## config.mk

```make
export PLATFORM = sky130hd
export DESIGN_NAME = sdram_col_burst_gen
export DESIGN_NICKNAME = d
export VERILOG_FILES = /design/src/rtl/sdram_cb_pkg.sv /design/src/rtl/sdram_cb_len_decode.sv /design/src/rtl/sdram_cb_addr_calc.sv /design/src/rtl/sdram_col_burst_gen.sv
export SDC_FILE = /design/constraint.sdc
export NUM_CORES = 1
export LEC_CHECK = 0
export ABC_AREA = 0
export BUFFER_PORTS_ARGS = -buffer_cell sky130_fd_sc_hd__buf_2
export CAP_MARGIN = 40
export CORE_ASPECT_RATIO = 1.2
export CORE_UTILIZATION = 30
export DETAILED_ROUTE_END_ITERATION = 12
export GPL_TIMING_DRIVEN = 0
export MAX_ROUTING_LAYER = met4
export RECOVER_POWER = 50
export SYNTH_ARGS = -nofsm -noshare
export SYNTH_HDL_FRONTEND = slang
export SYNTH_SLANG_ARGS = --single-unit
```

## constraint.sdc

```tcl
create_clock -name clk -period 2.87 [get_ports clk]
set_input_delay 0.574 -clock clk [delete_from_list [all_inputs] [get_ports clk]]
set_output_delay 0.574 -clock clk [all_outputs]
set_load 0.05 [all_outputs]
```

## src/rtl/sdram_cb_pkg.sv

```systemverilog
package sdram_cb_pkg;

    typedef enum logic [2:0] {
        BL_ONE  = 3'b000,
        BL_TWO  = 3'b001,
        BL_FOUR = 3'b010,
        BL_EIGHT= 3'b011,
        BL_PAGE = 3'b111
    } blen_e;

endpackage

```

## src/rtl/sdram_cb_len_decode.sv

```systemverilog
module sdram_cb_len_decode
    import sdram_cb_pkg::*;
#(
    parameter int COL_W = 8
) (
    input  logic [2:0]       code,
    output logic [COL_W-1:0] wrap_mask,
    output logic             page_mode
);

    // wrap_mask is (length - 1); full page uses every column bit
    always_comb begin
        page_mode = 1'b0;
        unique case (code)
            BL_TWO:   wrap_mask = COL_W'(1);
            BL_FOUR:  wrap_mask = COL_W'(3);
            BL_EIGHT: wrap_mask = COL_W'(7);
            BL_PAGE: begin
                wrap_mask = '1;
                page_mode = 1'b1;
            end
            default:  wrap_mask = '0;
        endcase
    end

endmodule

```

## src/rtl/sdram_cb_addr_calc.sv

```systemverilog
module sdram_cb_addr_calc #(
    parameter int COL_W = 8
) (
    input  logic [COL_W-1:0] base,
    input  logic [COL_W-1:0] wrap_mask,
    input  logic [COL_W-1:0] beat,
    input  logic             ilv,
    input  logic             page_mode,
    output logic [COL_W-1:0] col
);

    logic [COL_W-1:0] lin_sum;

    always_comb begin
        lin_sum = base + beat;
        if (ilv && !page_mode) begin
            col = base ^ (beat & wrap_mask);
        end else begin
            col = (base & ~wrap_mask) | (lin_sum & wrap_mask);
        end
    end

endmodule

```

## src/rtl/sdram_col_burst_gen.sv

```systemverilog
module sdram_col_burst_gen #(
    parameter int COL_W = 8
) (
    input  logic             clk,
    input  logic             rst_n,
    input  logic             cke,
    input  logic             start,
    input  logic [COL_W-1:0] start_col,
    input  logic [2:0]       len_code,
    input  logic             interleave,
    input  logic             term,
    output logic [COL_W-1:0] col_addr,
    output logic             col_valid,
    output logic             col_last
);

    localparam logic [COL_W-1:0] ONE = COL_W'(1);

    typedef struct packed {
        logic             active;
        logic             page;
        logic             ilv;
        logic             last;
        logic [COL_W-1:0] base;
        logic [COL_W-1:0] mask;
        logic [COL_W-1:0] beat;
        logic [COL_W-1:0] col;
    } burst_t;

    burst_t state_d, state_q;

    logic [COL_W-1:0] dec_mask_d;
    logic             dec_page_d;
    logic [COL_W-1:0] beat_inc_d;
    logic [COL_W-1:0] step_col_d;

    sdram_cb_len_decode #(.COL_W(COL_W)) i_decode (
        .code      (len_code),
        .wrap_mask (dec_mask_d),
        .page_mode (dec_page_d)
    );

    assign beat_inc_d = state_q.beat + ONE;

    sdram_cb_addr_calc #(.COL_W(COL_W)) i_calc (
        .base      (state_q.base),
        .wrap_mask (state_q.mask),
        .beat      (beat_inc_d),
        .ilv       (state_q.ilv),
        .page_mode (state_q.page),
        .col       (step_col_d)
    );

    always_comb begin
        state_d = state_q;
        if (cke) begin
            if (start) begin
                state_d.active = 1'b1;
                state_d.page   = dec_page_d;
                state_d.ilv    = interleave;
                state_d.mask   = dec_mask_d;
                state_d.base   = start_col;
                state_d.beat   = '0;
                state_d.col    = start_col;
                state_d.last   = !dec_page_d && (dec_mask_d == '0);
            end else if (term || (state_q.active && state_q.last)) begin
                state_d.active = 1'b0;
                state_d.last   = 1'b0;
            end else if (state_q.active) begin
                state_d.beat   = beat_inc_d;
                state_d.col    = step_col_d;
                state_d.last   = !state_q.page && (beat_inc_d == state_q.mask);
            end
        end
    end

    always_ff @(posedge clk) begin
        if (!rst_n) begin
            state_q <= '0;
        end else begin
            state_q <= state_d;
        end
    end

    assign col_addr  = state_q.col;
    assign col_valid = state_q.active;
    assign col_last  = state_q.last;

    a_r1_reset_idle: assert property (@(posedge clk)
        $past(!rst_n) |-> (!col_valid && !col_last));

    a_r2_start_loads: assert property (@(posedge clk) disable iff (!rst_n)
        (cke && start) |=> (col_valid && col_addr == $past(start_col)));

    a_r5_page_steps: assert property (@(posedge clk) disable iff (!rst_n)
        (cke && col_valid && state_q.page && !start && !term)
        |=> (col_valid && !col_last && col_addr == $past(col_addr) + ONE));

    a_r6_last_needs_valid: assert property (@(posedge clk) disable iff (!rst_n)
        col_last |-> col_valid);

    a_r6_after_last_idle: assert property (@(posedge clk) disable iff (!rst_n)
        (cke && col_last && !start) |=> !col_valid);

    a_r8_term_stops: assert property (@(posedge clk) disable iff (!rst_n)
        (cke && term && !start) |=> (!col_valid && !col_last));

    a_r10_frozen: assert property (@(posedge clk) disable iff (!rst_n)
        !cke |=> ($stable(col_addr) && $stable(col_valid) && $stable(col_last)));

endmodule

```

# Word-level counts from Yosys, hierarchy flattened
# Index checks and enable logic that the tools add are counted.
# totals
ff_bits	36
out_inout_bits	10
# classes
add_sub_neg	2
n_bitwise	6
reduce_logical	15
n_mux	11
eq_ne	6
# ops
cell	n
16-bit 2-to-1 mux	3
8-bit case mux with 4 select lines	1
8-bit AND	3
8-bit by 1-bit adder with 8-bit output (second input constant)	1
8-bit adder	1
8-bit == test	1
8-bit logical NOT	1
8-bit 2-to-1 mux	1
8-bit inverter	1
8-bit bitwise OR	1
8-bit bitwise XOR	1
3-bit by 2-bit == test with 1-bit output (second input constant)	2
1-bit 2-to-1 mux	6
2-bit AND reduction	3
1-bit logical AND	4
2-bit nonzero test	2
3-bit by 1-bit == test with 1-bit output (second input constant)	1
3-bit == test (second input constant)	1
3-bit AND reduction	1
3-bit nonzero test	1
1-bit logical NOT	2
2-bit != test (second input constant)	1
1-bit logical OR	1

# Logic depth before layout (Yosys ltp)
# logic_depth
word_depth	8
ltp_mapped	11
mapped_depth_nobuf	11

# Cells and area by module
# From an unflattened synthesis, not the netlist that was laid out.
# unflattened
cells_unflattened	307
hier_area_um2	2452.4
# by_module_without_submodules
module	area_per_inst_um2	cells_each	seq_area_each_um2	instances
sdram_col_burst_gen	1875.5	222	720.7	1
sdram_cb_addr_calc	500.5	74	0.0	1
sdram_cb_len_decode	76.3	11	0.0	1

# Worst setup path before layout
# Ideal clock, no wire load.
# synth_path
path_type	reg-to-reg
startpoint	register state_q[8] (netlist name)
endpoint	register state_q (netlist bit col_addr[7])
path_stages_with_launch	12
synth_period_minus_slack_ns	2.289
t_required_ns	2.782
path_slack_ns	0.581
setup_time_ns	0.088
arrival_time_ns	2.201
path_cell_list	dfxtp_1 ha_1 nand3_1 nor2_1 xor2_1 ha_1 a21oi_1 o21ai_0 nand2_1 xnor2_1 a21oi_1 nor4_2
# synth_between
elab_chain_cells	8
elab_cells_between_ends	10
# synth_rtl
element	line_no	text
start, declared	sdram_col_burst_gen.sv:30	burst_t state_d, state_q;
start signal, assigned	sdram_col_burst_gen.sv:81	state_q <= state_d;
8-bit by 1-bit adder with 8-bit output *	sdram_col_burst_gen.sv:43	assign beat_inc_d = state_q.beat + ONE;
8-bit adder	sdram_cb_addr_calc.sv:15	lin_sum = base + beat;
8-bit AND	sdram_cb_addr_calc.sv:19	col = (base & ~wrap_mask) | (lin_sum & wrap_mask);
8-bit bitwise OR	sdram_cb_addr_calc.sv:19	
8-bit 2-to-1 mux *	sdram_cb_addr_calc.sv:16	if (ilv && !page_mode) begin
16-bit 2-to-1 mux *	sdram_col_burst_gen.sv:69	end else if (state_q.active) begin
16-bit 2-to-1 mux *	sdram_col_burst_gen.sv:66	end else if (term || (state_q.active && state_q.last)) begin
16-bit 2-to-1 mux *	sdram_col_burst_gen.sv:57	if (start) begin
# Mark *: on every way between the ends. The rest lies on a longest branch, timed or not. The select of a mux whose other input is x is not followed.
# A chain may end at the register's enable or synchronous reset.

# Worst setup path after layout
# Same ends and word-level chain as after synthesis.

==> run metrics <==
Final ANT Viol Nets=0; arrival time worst endpoint=2.89 ns; Final Max Slew Viols=0; Mapped Area=2110 µm²; Post-Place Cell Area=2350 µm²; routability congestion estimate=0.916; critical path, cell by cell=ha_1 > nand3_1 > nor2_1 > xor2_1 > ha_1 > a21oi_1 > o211ai_1 > nand2_1 > xnor2_1 > a21oi_1 > nor4_2; via/cell ratio=5.03; CP endpoint kind=register; synthesized net count=301; most frequent cells in the layout=nand2_1 (46), dfxtp_1 (31), a21oi_1 (27); top layer in use=met4; flop-to-flop setup slack=0.19 ns; post-synthesis simple-gate area fraction=0.250; setup violators final=0; largest family of logic cells by synthesized area=simple AND/OR/NAND/NOR gates; minimum clock period=2.68 ns; vias=1948; CTS tree=done; Post-Synth Adder-Cell Area=0.104; Final Skew=0.00846 ns; xor-xnor portion of the synthesized cell area=0.0617; Post-synth top flop=dfxtp_1; CP max stage delay=0.42 ns; Worst-path clk slew=0.07 ns; setup tns final=0 ns; cell area after layout=2420 µm²; Util after Layout=0.355; Post-DP HPWL=4.26 mm; routed len/inst=14.6 µm; Slew HR=0.581; Synth Register Bits=31; critical path's slowest cell=dfxtp_1; maximum VDD drop=197 µV; most common cell after layout, fill and taps aside=nand2_1; total grt overflow=0; number of global-route vias before repair=1791; CORE AREA=6810 µm²; root buf cell=clkbuf_8; TritonCTS Buffers=5; met2 WL=2.78 mm; DR WL met3=214 µm; PortBufs=26; die height=93.9 µm; clock sink count=31; PostCTS Resize Cnt=0; synthesized area per cell=7.90 µm²; initial core utilization=0.310; Peak Freq=0.373 GHz; Critical Path RT=3.08 ns; Hold Buf Count CTS=0; Buf+Inv Stages, Crit Path=0; ANT cells=0; final number of hold-violating endpoints=0; row cnt=33; worst hold path type=reg2reg; Detailed Routing Iterations Pass 1=4; RSZ-0062 raised after global routing=false; Mapped Cells=267; I/O Pins=27; post-synthesis sequential area ratio=0.294; Synth async-reset ratio=0; number of post-CTS setup repair buffers=0; met1 wire length=2.62 mm; multiplexer area fraction after synthesis=0; layout cells sized above 1=0.123; synth warn=0; post-layout net count=334; Crit Path Max Fanout=6; Unique masters post-synth=46; Detailed Route Iter0 Violations=84; CP Launch Type=register; Die W=78.6 µm; Tightest Pin Transition=0.627 ns; initial antenna violation count=0; leakage power=0.990 nW; CP Class=reg2reg; Max Cap Viol=0; global-route wire length before repair=9.07 mm; Bufs on Longest Clock Path=2; CP top delay family=simple AND/OR/NAND/NOR gates; largest net degree at the start of global routing=11; CTS H-tree depth=2; Area growth syn-to-layout=14.7%; Die Area=7370 µm²; residual DRC count=0; outcome=completed; period utilization=0.934; gr usage total=0.169; Power per Cell Area=412 nW/µm²; number of flops mapped to enable cells by yosys=0; Worst-Skew Late Latency=0.29 ns; post-synthesis compound-gate area fraction=0.225; final WL=5.67 mm
==> cells by family after synthesis <==
group	after synthesis
adder cells (fa/ha/maj)	17
buffers and inverters	26
flip-flops	31
AND/OR/NAND/NOR	103
AO/OA/AOI/OAI	76
XOR/XNOR	14
==> worst paths after layout <==
check | startpoint | endpoint | cells past startpoint
setup / recovery | state_q[8]$_SDFFE_PN0P_ | col_addr[7]$_SDFFE_PN0P_ | 11
hold / removal | state_q[25]$_SDFFE_PN0P_ | state_q[25]$_SDFFE_PN0P_ | 2
setup reg to reg | state_q[8]$_SDFFE_PN0P_ | col_addr[7]$_SDFFE_PN0P_ | 11
hold reg to reg | state_q[25]$_SDFFE_PN0P_ | state_q[25]$_SDFFE_PN0P_ | 2
==> where the power goes <==
| part | internal (mW) | total [mW] | switching, mW |
|---|---|---|---|
| Sequential | 0.448 | 0.465 | 0.0166 |
| Clock | 0.188 | 0.357 | 0.169 |
| Combinational | 0.0600 | 0.174 | 0.115 |
==> through the flow <==
stage | instances | power, mW | hold WS, ns | worst slack [ns]
after CTS | 387 | 1.01 | 0.488 | 0.176
after floorplan | 267 | 0.594 | 0.454 | 0.581
final | 387 | 0.996 | 0.491 | 0.188
after global routing | 387 | 1.04 | 0.512 | 0.00634
after detailed placement | 380 | 0.653 | 0.478 | 0.196
after global placement | 380 | 0.651 | 0.474 | 0.263
==> flip-flops by register name, indices dropped and copies added, names as in the netlist <==
signal / flops
col_addr: 8
col_last: 1
col_valid: 1
state_q: 21
==> worst min-delay path: cells and delay by family, from the launching register on <==
family / cells / cell delay [ns]
flip-flops: 1 / 0.33
AO/OA/AOI/OAI: 1 / 0.05
AND/OR/NAND/NOR: 1 / 0.06
==> cell usage after synthesis, types with 2 or more instances <==
cell      number  area [µm²]
a21oi_1       27         135
nand2b_1       3        18.8
and4_4         2        22.5
o211a_1        2        20.0
or4_1          2        15.0
nor2_1        11        41.3
clkbuf_1       7        26.3
a211oi_1       3        22.5
o211ai_1       3        22.5
nor4_1         3        18.8
xor2_1         6        52.6
dfxtp_1       31         621
a21o_1         3        22.5
buf_4          9        67.6
o21a_1         3        22.5
nor2b_1       10        62.6
a31oi_1        2        12.5
nand2_1       46         173
o21ai_0       14        70.1
and2_1         3        18.8
ha_1          16         200
nor3_1         6        30.0
a21boi_0       8        60.1
inv_1          6        22.5
a22oi_1        2        15.0
a311oi_1       3        26.3
nand3_1        7        35.0
buf_2          3        15.0
xnor2_1        7        61.3
nor3b_1        3        22.5
==> cell type report <==
class	instances	area (µm²)
plain buffers	20	110
clock buffers	6	82.6
clock inverters	1	5.00
fillers	748	4390
inverters	6	22.5
multi-input cells	210	1350
flip-flops and latches	31	621
well taps	87	109
repair buffers	26	116
==> per-layer routing <==
metal | GRT usage | up-vias
met3 | 0.0330 | 6
met1 | 0.206 | 903
met2 | 0.284 | 37
met5 | - | -
met4 | 0.0432 | 0
li1 | - | 1002
Power figures use the tool's default switching activity.
